## src/rtl/wstat_pkg.sv

```systemverilog
package wstat_pkg;
    typedef enum logic {
        OP_PROG  = 1'b0,
        OP_ERASE = 1'b1
    } op_kind_e;

    // Write strobes of the command sequence required before status is valid
    function automatic int strobes_needed(op_kind_e kind, int prog_n, int erase_n);
        return (kind == OP_ERASE) ? erase_n : prog_n;
    endfunction
endpackage

```

## src/rtl/wstat_arm.sv

```systemverilog
module wstat_arm
    import wstat_pkg::*;
#(
    parameter int PROG_STROBES  = 4,
    parameter int ERASE_STROBES = 6
) (
    input  logic     clk,
    input  logic     rst_n,
    input  logic     wr_stb,
    input  logic     busy_q,
    input  logic     busy_fall,
    input  op_kind_e kind_q,
    output logic     armed
);
    localparam int MAXN  = (ERASE_STROBES > PROG_STROBES) ? ERASE_STROBES : PROG_STROBES;
    localparam int CNT_W = $clog2(MAXN + 1);
    localparam logic [CNT_W-1:0] CNT_MAX = '1;

    typedef struct packed {
        logic [CNT_W-1:0] cnt;
    } arm_st_t;

    arm_st_t st_d, st_q;

    always_comb begin
        st_d = st_q;
        if (busy_fall) begin
            st_d.cnt = '0;
        end else if (wr_stb && !busy_q && (st_q.cnt != CNT_MAX)) begin
            st_d.cnt = st_q.cnt + 1'b1;
        end
    end

    always_ff @(posedge clk or negedge rst_n) begin
        if (!rst_n) begin
            st_q <= '0;
        end else begin
            st_q <= st_d;
        end
    end

    assign armed = busy_q && (int'(st_q.cnt) >= strobes_needed(kind_q, PROG_STROBES, ERASE_STROBES));
endmodule

```

## src/rtl/wstat_tgl.sv

```systemverilog
module wstat_tgl #(
    parameter logic TGL_INIT = 1'b1
) (
    input  logic clk,
    input  logic rst_n,
    input  logic op_start,
    input  logic rd_hit,
    output logic tgl
);
    typedef struct packed {
        logic tgl;
    } tgl_st_t;

    tgl_st_t st_d, st_q;

    always_comb begin
        st_d = st_q;
        if (op_start) begin
            st_d.tgl = TGL_INIT;
        end else if (rd_hit) begin
            st_d.tgl = ~st_q.tgl;
        end
    end

    always_ff @(posedge clk or negedge rst_n) begin
        if (!rst_n) begin
            st_q.tgl <= TGL_INIT;
        end else begin
            st_q <= st_d;
        end
    end

    assign tgl = st_q.tgl;
endmodule

```

## src/rtl/wstat_recov.sv

```systemverilog
module wstat_recov #(
    parameter int REC_CYC = 8
) (
    input  logic clk,
    input  logic rst_n,
    input  logic busy_q,
    input  logic busy_fall,
    output logic data_ok
);
    localparam int REC_W = $clog2(REC_CYC + 2);
    localparam logic [REC_W-1:0] REC_LOAD = REC_W'(REC_CYC);

    typedef struct packed {
        logic [REC_W-1:0] cnt;
    } rec_st_t;

    rec_st_t st_d, st_q;

    always_comb begin
        st_d = st_q;
        if (busy_fall) begin
            st_d.cnt = REC_LOAD;
        end else if (st_q.cnt != '0) begin
            st_d.cnt = st_q.cnt - 1'b1;
        end
    end

    always_ff @(posedge clk or negedge rst_n) begin
        if (!rst_n) begin
            st_q <= '0;
        end else begin
            st_q <= st_d;
        end
    end

    assign data_ok = !busy_q && (st_q.cnt == '0);
endmodule

```

## src/rtl/wstat_gen.sv

```systemverilog
module wstat_gen
    import wstat_pkg::*;
#(
    parameter int   PROG_STROBES  = 4,
    parameter int   ERASE_STROBES = 6,
    parameter int   REC_CYC       = 8,
    parameter logic TGL_INIT      = 1'b1
) (
    input  logic clk,
    input  logic rst_n,
    input  logic ce_n,
    input  logic rd_stb,
    input  logic wr_stb,
    input  logic busy,
    input  logic op_kind,
    input  logic wr_bit7,
    output logic dq7,
    output logic dq6,
    output logic stat_act,
    output logic ry_oe,
    output logic ry_lvl,
    output logic data_ok
);
    typedef struct packed {
        logic     busy;
        op_kind_e kind;
        logic     bit7;
    } top_st_t;

    top_st_t st_d, st_q;
    logic    op_start;
    logic    busy_fall;
    logic    armed;
    logic    rd_hit;

    assign op_start  = busy && !st_q.busy;
    assign busy_fall = st_q.busy && !busy;

    always_comb begin
        st_d      = st_q;
        st_d.busy = busy;
        if (op_start) begin
            st_d.kind = op_kind_e'(op_kind);
            st_d.bit7 = wr_bit7;
        end
    end

    always_ff @(posedge clk or negedge rst_n) begin
        if (!rst_n) begin
            st_q.busy <= 1'b0;
            st_q.kind <= OP_PROG;
            st_q.bit7 <= 1'b1;
        end else begin
            st_q <= st_d;
        end
    end

    wstat_arm #(
        .PROG_STROBES (PROG_STROBES),
        .ERASE_STROBES(ERASE_STROBES)
    ) u_arm (
        .clk      (clk),
        .rst_n    (rst_n),
        .wr_stb   (wr_stb),
        .busy_q   (st_q.busy),
        .busy_fall(busy_fall),
        .kind_q   (st_q.kind),
        .armed    (armed)
    );

    assign rd_hit = rd_stb && !ce_n && armed;

    wstat_tgl #(
        .TGL_INIT(TGL_INIT)
    ) u_tgl (
        .clk     (clk),
        .rst_n   (rst_n),
        .op_start(op_start),
        .rd_hit  (rd_hit),
        .tgl     (dq6)
    );

    wstat_recov #(
        .REC_CYC(REC_CYC)
    ) u_rec (
        .clk      (clk),
        .rst_n    (rst_n),
        .busy_q   (st_q.busy),
        .busy_fall(busy_fall),
        .data_ok  (data_ok)
    );

    always_comb begin
        if (st_q.busy) begin
            dq7 = (st_q.kind == OP_ERASE) ? 1'b0 : ~st_q.bit7;
        end else begin
            dq7 = (st_q.kind == OP_ERASE) ? 1'b1 : st_q.bit7;
        end
    end

    assign stat_act = armed;
    assign ry_oe    = st_q.busy && !ce_n && rst_n;
    assign ry_lvl   = 1'b0;
endmodule

```

## config.mk

```make
export PLATFORM = sky130hd
export DESIGN_NAME = wstat_gen
export DESIGN_NICKNAME = d
export VERILOG_FILES = /design/src/rtl/wstat_pkg.sv /design/src/rtl/wstat_arm.sv /design/src/rtl/wstat_tgl.sv /design/src/rtl/wstat_recov.sv /design/src/rtl/wstat_gen.sv
export SDC_FILE = /design/constraint.sdc
export NUM_CORES = 1
export LEC_CHECK = 0
export BUFFER_PORTS_ARGS = -buffer_cell sky130_fd_sc_hd__buf_2
export CORE_MARGIN = 10
export CORE_UTILIZATION = 30
export DETAILED_ROUTE_END_ITERATION = 12
export MAX_ROUTING_LAYER = met4
export SYNTH_ARGS = -nofsm -noshare
export SYNTH_HDL_FRONTEND = slang
export SYNTH_SLANG_ARGS = --single-unit
```

## constraint.sdc

```tcl
create_clock -name clk -period 1.9 [get_ports clk]
set_clock_uncertainty 0.2 [all_clocks]
set_input_delay 0.095 -clock clk [delete_from_list [all_inputs] [get_ports clk]]
set_output_delay 0.095 -clock clk [all_outputs]
set_load 0.01 [all_outputs]
```

==> results_dict.tcl, run 1 <==
set metrics [dict create \
    status "finished, final reports clean" \
    fp.coreArea_um2 1960 \
    end_kind "output port" \
    grt_pass1_vias 516 \
    fp.dieH_um 65.6 \
    place_ws_ns 0.123 \
    regToRegSetupSlack_ns 0.13 \
    htree_levels 1 \
    ir_drop_mv 0.448 \
    rsz0062_at_grt "false" \
    min_period_ns 1.78 \
    clk_path_buf_depth 2 \
    finalPower_mw 0.794 \
    drive_above_1_share_pct 32.1 \
    route.vias.total 460 \
    grt_overflow 0 \
    worst_hold_path_type "in -> async" \
    firstDrtPassIters 3 \
    synth_area_um2 624 \
    worst_slack_ns 0.122 \
    leakagePower_nw 0.367 \
    hold_violations 0 \
    dp_cells 96 \
    synth_warnings 0 \
    grt_start_max_net_pins 13 \
    pwr-share-clk_pct 19.8 \
    critPathKind "reg -> out" \
    cts_setup_buffers 0 \
    syn_area_per_cell_um2 10.6 \
    setup_viol 0 \
    die-area_um2 4310 \
    cp-start-kind "flip-flop" \
    finalNonFillerCells 105 \
    rows 16 \
    viasPerCell 4.38 \
    antenna_found_initial 0 \
    cts_root_buf "clkbuf_4" \
    cellPowerDensity_nw_per_um2 1020 \
    drv_slew 0 \
    wirelength_um 1290 \
    worstSkewPairLatency_ns 0.27 \
    io_buffers 12 \
    grt_pass1_wl_um 2280 \
    p_comb_share_pct 36.3 \
    drt_iter0_drc 21 \
    floorplan.initialDensity_pct 31.8 \
    wire_per_inst_um 12.2 \
    switching_share_pct 32.7 \
    reg2reg_to "u_arm.st_q[0]" \
    cts_made_buffers 3 \
    cp_max_fo 4 \
    drc 0 \
    ys_ff_latch 11 \
    die_w_um 65.6 \
    internal-power_mw 0.534 \
    hold_slack_ns 0.0306 \
    cp.required_ns 1.60 \
    r2r_start "u_arm.st_q[0]" \
    place.gp.congestion 0.694 \
    synth_sequential_area_ratio_pct 44.5 \
    cts_tree "yes" \
    max_freq_mhz 562 \
    cp_data_arrival_time_ns 1.48 \
    reg2regPathDepth 6 \
    synth_fp_nets 72 \
    fin_crit_sh_pct 93.6 \
    cts.sinks 11 \
    grt_usage_pct 6.87 \
    io_pins 14 \
    clk_pin_slew_ns 0.07 \
    post-dp-hpwl_um 948 \
    fin_nets 92 \
    synth_cells 59 \
    p_seq_share_pct 44.0 \
    ys_types 27 \
    synthToLayoutAreaGrowth_pct 25.3 \
    maxCapViolations 0 \
    antenna_cells 0 \
    setup_tns_ns 0 \
    netSwitchingPower_mw 0.260 \
    ant_nets 0 \
]
## worst max-delay path: stages (launching register included)
cell	delay [ns]
dfrtp_1	0.40
inv_1	0.09
ha_1	0.17
nand2b_1	0.08
or2_4	0.25
nor2_1	0.09
buf_2	0.14
## power by group through the flow
stage / sequential (mW) / clock [mW] / combinational [mW]
floorplan: 0.340 / 0 / 0.224
global placement: 0.354 / 0 / 0.272
detailed placement: 0.353 / 0 / 0.283
CTS: 0.350 / 0.163 / 0.292
global route: 0.362 / 0.176 / 0.332
finish: 0.349 / 0.157 / 0.288
## kinds of logic (layout without fill, tap and decap cells)
family,Yosys count,in the layout,synth area share [%]
DFF,11,11,44.5
AOI/OAI and AO/OA,8,8,9.22
other,1,1,0.601
xor gates and xnor gates,3,3,4.21
muxes,4,4,7.01
buffers and inverters,5,24,4.21
adders and majority gates,5,5,10.0
and+or+nand+nor,22,22,20.2
## repair_timing
action,in CTS,in global routing
endpoints found under the hold margin,16,0
hold buffers,5,0
gates resized for setup,0,1
setup endpoints to repair,0,1
## sequential cells by signal (all words and copies together) (netlist names)
name and cells:
u_tgl.tgl 1, u_rec.st_q 4, u_arm.st_q 3, st_q 3
## how the worst max path moves through the flow
stage / end / startpoint / cells past startpoint / slack, ns
6_report: data_ok / u_rec.st_q[0] / 6 / 0.12
5_1_grt: data_ok / u_rec.st_q[0] / 6 / 0.03
4_1_cts: u_arm.st_q[0] / u_arm.st_q[0] / 6 / 0.07
3_5_place_dp: u_arm.st_q[0] / u_arm.st_q[0] / 6 / 0.12
3_3_place_gp: u_arm.st_q[0] / u_arm.st_q[0] / 6 / 0.19
2_1_floorplan: u_arm.st_q[0] / u_arm.st_q[0] / 6 / 0.23
## synthesized netlist by cell type (all sizes together)
library cell | count | area [um2]
mux2 | 3 | 33.8
nand2b | 3 | 26.3
or3 | 1 | 6.26
mux2i | 1 | 10.0
o21ai | 1 | 5.00
nand3 | 1 | 5.00
xnor2 | 3 | 26.3
nor3 | 2 | 10.0
ha | 5 | 62.6
nor2b | 2 | 12.5
nor2 | 6 | 22.5
conb | 1 | 3.75
nand2 | 3 | 11.3
a211o | 1 | 8.76
a22o | 1 | 8.76
nand3b | 1 | 7.51
buf | 2 | 15.0
and2b | 2 | 16.3
a211oi | 2 | 20.0
inv | 3 | 11.3
a21oi | 3 | 15.0
dfrtp | 9 | 225
or2 | 1 | 8.76
dfstp | 2 | 52.6
## cell usage in the layout (no fill, tap or decap), drive strengths merged
| cell type | n |
|---|---|
| o21ai | 1 |
| dlygate4sd3 | 5 |
| a22o | 1 |
| nand3b | 1 |
| xnor2 | 3 |
| a21oi | 3 |
| conb | 1 |
| mux2i | 1 |
| clkbuf | 4 |
| nor2b | 2 |
| nand3 | 1 |
| inv | 3 |
| dfrtp | 9 |
| a211o | 1 |
| mux2 | 3 |
| or2 | 1 |
| or3 | 1 |
| ha | 5 |
| nand2 | 3 |
| dfstp | 2 |
| nor3 | 2 |
| a211oi | 2 |
| buf | 12 |
| nor2 | 6 |
| nand2b | 3 |
| and2b | 2 |
## stage by stage
stage | util [%] | area, um2
CTS | 39.7 | 779
global placement | 35.8 | 703
global route | 39.9 | 782
floorplan | - | 624
finish | 39.9 | 782
detailed placement | 35.8 | 703
## area by class of cell
type / instances / area [um2]
repair buffers: 17 / 110
multi-input cells: 43 / 323
flip-flops and latches: 11 / 278
well taps: 27 / 33.8
fillers: 215 / 1180
clock buffers: 4 / 26.3
inverters: 3 / 11.3
## routing by layer
layer	share of wire [%]	track usage [%]	wire, um	vias up
li1	-	-	-	233
met1	42	7.17	545	215
met2	52	11.1	664	10
met3	4.6	3.39	59	2
met4	1.3	2.14	17	0
met5	0	-	0	-
Power figures use the tool's default switching activity.
==> inputs of run 2 (changes only) <==
--- a/config.mk
+++ b/config.mk
@@ -7,4 +7,5 @@
 export LEC_CHECK = 0
 export BUFFER_PORTS_ARGS = -buffer_cell sky130_fd_sc_hd__buf_2
+export CORE_ASPECT_RATIO = 0.8
 export CORE_MARGIN = 10
 export CORE_UTILIZATION = 30
==> constraint.sdc (replaced) <==
create_clock -name clk -period 1.9 [get_ports clk]
set_clock_uncertainty 0.2 [all_clocks]
set_input_delay 0.38 -clock clk [delete_from_list [all_inputs] [get_ports clk]]
set_output_delay 0.38 -clock clk [all_outputs]
set_load 0.01 [all_outputs]
==> run 2 against run 1 <==
The flow now finishes with violations (negative setup slack). Flip-flop and latch count is the same. Sequential power grew 2%. Clock power grew 4%. Sequential share of layout area shrank 6.3 points. Count of clock-buffer cells in the layout is the same. Critical path depth is the same. Non-clock buffer count grew 16. Cell area grew 22%. Total power grew 48%. Maximum frequency shrank 11%. First-iteration DRC count shrank 62%. Die area grew 0.27%.
==> results_dict.tcl, run 2 (synthesis results as in run 1) <==
set metrics [dict create \
    final_common_cell "buf_4" \
    max_freq_mhz 503 \
    routed.top_layer "met3" \
    critPathKind "reg -> out" \
    post-dp-hpwl_um 939 \
    synthToLayoutAreaGrowth_pct 52.3 \
    crit_chain "inv_2, ha_4, nand2b_4, or2_4, nor2_1, buf_2" \
    setup_viol 2 \
    drt_iter0_drc 8 \
    htree_levels 1 \
    die-area_um2 4320 \
    finalNonFillerCells 118 \
    nFillCells 183 \
    regMostFlops "u_rec.st_q" \
    grt_usage_pct 7.20 \
    drv_slew 0 \
    regArea_um2 278 \
    wirelength_um 1530 \
    clk_pin_slew_ns 0.07 \
    ant_nets 0 \
    worstSkewPairLatency_ns 0.27 \
    wl_met3_um 91 \
    cts_tree "yes" \
    crit_family "flip-flops" \
    grt_pass1_wl_um 2450 \
    min_period_ns 1.99 \
    status "finished, violations left" \
    crit_path_top_delay_cell "dfrtp_1" \
    io_pins 14 \
    top_regs "u_rec.st_q: 4 flops, st_q: 3 flops, u_arm.st_q: 3 flops" \
    worst_hold_path_type "in -> reg" \
    fp.coreArea_um2 1930 \
    end_kind "output port" \
    antenna_found_initial 0 \
    largest_register_ff_count 4 \
    cellPowerDensity_nw_per_um2 1230 \
    grt_pass1_vias 517 \
    cts_made_buffers 3 \
    wl_met2_um 736 \
    worst_slack_ns -0.0883 \
    clk_path_buf_depth 2 \
    viasPerCell 4.40 \
    io_buffers 12 \
    violations "negative setup slack" \
    grt_overflow 0 \
    fin_nets 108 \
    rsz0062_at_grt "true" \
    fp.dieH_um 60.8 \
    ir_drop_mv 0.730 \
    dp_cells 94 \
    cts_root_buf "clkbuf_4" \
    die_w_um 71.0 \
    antenna_cells 0 \
    cp_max_fo 2 \
    fin_crit_sh_pct 105 \
    drc 0 \
    crit_buf_inv 2 \
    hold_violations 0 \
    cp_data_arrival_time_ns 1.41 \
    leakagePower_nw 0.457 \
    cp-start-kind "flip-flop" \
    firstDrtPassIters 2 \
    rows 14 \
    cts.sinks 11 \
    cp.required_ns 1.32 \
    floorplan.initialDensity_pct 32.4 \
    maxCapViolations 0 \
    route.vias.total 519 \
    wire_per_inst_um 12.9 \
    place.gp.congestion 0.772 \
    drive_above_1_share_pct 58.5 \
    layout_common_cells "21 x buf_4, 11 x buf_2, 9 x dfrtp_1, 6 x nor2_1" \
    grt_start_max_net_pins 12 \
    finalPower_mw 1.17 \
    max_stage_delay_ns 0.40 \
    multiInputGateArea_um2 383 \
    wl_met1_um 698 \
    hold_slack_ns 0.0714 \
]
-- run 2: cell types whose count changed in the layout (fill, tap and decap cells not counted), moves of 3 or more --
| cell | previous run | this run |
|---|---|---|
| dlygate4sd3_1 | 5 | 1 |
| ha_1 | 5 | 2 |
| inv_1 | 3 | 0 |
| inv_2 | 0 | 3 |
| ha_4 | 0 | 3 |
| buf_4 | 0 | 21 |
-- run 2: final cells by class --
cell class	count	share of cell area, %
multi-input combinational	43	40.3
sequential	11	29.2
timing repair buffer	33	23.4
tap	24	3.16
clock buffer	4	2.76
inverter	3	1.18
-- run 2: final timing paths --
kind / start / to / slack, ns / depth (start not counted)
max: u_rec.st_q[0] / data_ok / -0.09 / 6
min reg2reg: u_rec.st_q[3] / u_rec.st_q[3] / 0.35 / 1
min in group asynchronous: rst_n / u_arm.st_q[1] / 0.31 / 2
max in group asynchronous: rst_n / u_tgl.tgl / 0.96 / 2
max reg2reg: u_rec.st_q[0] / u_rec.st_q[2] / -0.05 / 11
min: busy / st_q[2] / 0.07 / 1
-- run 2: where the power goes --
part           leakage [nW]  internal, mW  total, mW  switching, mW
combinational         0.310         0.414      0.652          0.238
sequential            0.132         0.299      0.357         0.0580
clock                0.0150        0.0813      0.163         0.0815
-- run 2: timing repair --
action                                  in CTS  in global routing
hold buffers                                 1                  0
gates cloned                                 0                  0
endpoints found under the setup margin       2                  6
pin swaps                                    3                  5
resized for setup                            6                  7
hold endpoints to repair                     9                  0
buffers inserted                            13                  7
-- run 2: routing by layer --
metal / vias to the layer above / track usage (%)
met2: 12 / 11.2
met1: 238 / 8.49
met3: 0 / 3.59
met4: 0 / 0.826
met5: - / -
li1: 269 / -
-- run 2: metrics by stage --
stage	setup slack, ns	setup TNS [ns]	util, %	instance area (um2)
3_3_place_gp	0.135	0	36.7	707
2_1_floorplan	0.230	0	-	624
5_1_grt	-0.136	-0.242	49.4	951
6_report	-0.0883	-0.142	49.4	951
4_1_cts	-0.0755	-0.142	45.3	873
3_5_place_dp	0.140	0	36.7	707
==> inputs of run 3 (changes only) <==
SYNTH_HIERARCHICAL = 1   (was default)
==> run 3 against run 2 <==
Non-clock buffer count down 8. Worst hold slack worse by 0.031 ns. Maximum frequency down 3.8%. Count of clock-buffer cells in the layout unchanged. Critical path depth down 1. Total power down 16%. First-iteration DRC count rose to 3.1 times the previous value. Sequential share of layout area up 2.6 points. Highest routed layer is now met4. The flow still finishes with violations (negative setup slack). Cell count down 7.6%. Sequential power down 1%. Critical endpoint unchanged. Largest power group unchanged. Via count down 2.3%.
==> results_dict.tcl, run 3 <==
set metrics [dict create \
    antenna_cells 0 \
    synth.area.top_cells "dfrtp_1 35%, mux2_4 9.3%, dfstp_2 8.1%" \
    synth_cells 57 \
    drt_iter0_drc 25 \
    rsz0062_at_grt "true" \
    regMostFlops "u_rec/st_q" \
    fp.dieH_um 61.5 \
    synth_ff_type "dfrtp_1" \
    worst_hold_path_type "in -> reg" \
    layout_common_cells "12 x buf_2, 12 x buf_4, 9 x dfrtp_1, 7 x nand2b_1, 5 x nor2_1" \
    cp_max_fo 2 \
    synthDominantAreaCellType "dfrtp_1" \
    wirelength_um 1440 \
    grt_start_max_net_pins 12 \
    critPathKind "reg -> out" \
    ys_ff_latch 11 \
    floorplan.initialDensity_pct 32.9 \
    route.vias.total 507 \
    dp_cells 97 \
    io_buffers 12 \
    end_kind "output port" \
    finalNonFillerCells 109 \
    synth_edf_count 0 \
    synth_fp_nets 69 \
    io_pins 14 \
    ir_drop_mv 0.695 \
    firstDrtPassIters 4 \
    cts_root_buf "clkbuf_4" \
    nFillCells 193 \
    fin_crit_sh_pct 109 \
    drive_above_1_share_pct 48.2 \
    top_regs "u_rec/st_q: 4 flops, st_q: 3 flops, u_arm/st_q: 3 flops" \
    worstSkewPairLatency_ns 0.27 \
    maxCapViolations 0 \
    cts_made_buffers 3 \
    drc 0 \
    grt_usage_pct 7.70 \
    cp_data_arrival_time_ns 1.49 \
    die-area_um2 4420 \
    setup_viol 1 \
    syn_area_per_cell_um2 11.3 \
    viasPerCell 4.65 \
    rows 14 \
    cp-start-kind "flip-flop" \
    drv_slew 0 \
    hold_violations 0 \
    clk_path_buf_depth 2 \
    wire_per_inst_um 13.2 \
    synthArstFlopShare_pct 100 \
    grt_pass1_wl_um 2580 \
    grt_overflow 0 \
    leakagePower_nw 0.421 \
    violations "negative setup slack" \
    grt_pass1_vias 553 \
    yosys.area.top_type_share_pct 34.9 \
    worst_slack_ns -0.166 \
    fin_nets 98 \
    dpl_cell_area_um2 766 \
    final_util_pct 44.5 \
    reg2regPathDepth 6 \
    clk_pin_slew_ns 0.07 \
    cts_tree "yes" \
    max_freq_mhz 484 \
    cellPowerDensity_nw_per_um2 1130 \
    synth_warnings 6 \
    status "finished, violations left" \
    htree_levels 1 \
    cts.sinks 11 \
    min_period_ns 2.07 \
    ant_nets 0 \
    synthToLayoutAreaGrowth_pct 35.3 \
    synth_area_um2 646 \
    die_w_um 71.9 \
    synth.most_common_cell "dfrtp_1" \
    post-dp-hpwl_um 949 \
    cp.required_ns 1.32 \
    holdPathStages 1 \
    ys_types 24 \
    fp.coreArea_um2 1960 \
    synth_sequential_area_ratio_pct 43.0 \
    hold_slack_ns 0.0408 \
    final_area_um2 873 \
    synthTopCellsByCount "9 x dfrtp_1, 7 x nand2b_1, 5 x nor2_1, 4 x ha_1, 4 x mux2_4" \
    largest_register_ff_count 4 \
    antenna_found_initial 0 \
    place.gp.congestion 0.689 \
]
==> run 3: through the flow <==
stage	setup TNS (ns)	setup slack, ns	power [mW]
2_1_floorplan	0	0.116	0.581
5_1_grt	-0.281	-0.226	1.07
3_3_place_gp	0	0.0959	0.680
4_1_cts	-0.144	-0.144	0.937
6_report	-0.166	-0.166	0.983
3_5_place_dp	0	0.0684	0.683
==> run 3: final cells by class <==
| type | instances | area [um2] | share of cell area (%) |
|---|---|---|---|
| Multi-Input combinational cell | 42 | 368 | 42.1 |
| Sequential cell | 11 | 278 | 31.8 |
| Timing Repair Buffer | 25 | 160 | 18.3 |
| Tap cell | 24 | 30.0 | 3.44 |
| Clock buffer | 4 | 26.3 | 3.01 |
| Inverter | 3 | 11.3 | 1.29 |
==> run 3: worst max-delay path, cell delays in order (launching register included) <==
cell and delay (ns):
dfrtp_1 0.40, inv_2 0.09, ha_4 0.14, or3b_4 0.37, nor2_1 0.08, buf_2 0.13
==> run 3: final timing paths <==
kind | startpoint | endpoint | slack (ns)
setup reg to reg | u_arm/st_q[1] | u_arm/st_q[0] | 0.06
hold reg to reg | u_tgl/tgl | u_tgl/tgl | 0.37
max in group asynchronous | rst_n | st_q[0] | 0.90
setup / recovery | u_rec/st_q[1] | data_ok | -0.17
min in group asynchronous | rst_n | u_arm/st_q[2] | 0.38
hold / removal | busy | st_q[2] | 0.04
==> run 3: logic make-up (layout without fill, tap and decap cells) <==
family / count (synthesis) / in the layout / share of synthesized area (%)
AOI/OAI and AO/OA: 5 / 5 / 5.43
and+or+nand+nor: 24 / 24 / 25.2
muxes: 6 / 6 / 12.4
buffers and inverters: 4 / 32 / 2.91
other: 1 / 1 / 0.581
xor gates and xnor gates: 2 / 2 / 2.71
adders and majority gates: 4 / 4 / 7.75
DFF: 11 / 11 / 43.0
==> run 3: layer usage <==
metal | vias up | track usage (%) | wire (um)
met3 | 2 | 4.66 | 159
met2 | 17 | 11.6 | 638
li1 | 250 | - | -
met1 | 238 | 7.99 | 621
met5 | - | - | 0
met4 | 0 | 3.58 | 24
==> run 3: what timing repair did <==
item,in CTS,in global routing
resized for setup,5,1
pin swaps,1,2
setup buffers,5,2
cloned,0,0
setup endpoints to repair,2,2
endpoints found under the hold margin,9,0
hold buffers,1,0
==> run 3: where the power goes <==
group          leakage [nW]  internal, mW  switching, mW
clock network        0.0150        0.0813         0.0836
registers             0.133         0.297         0.0564
logic                 0.273         0.281          0.184
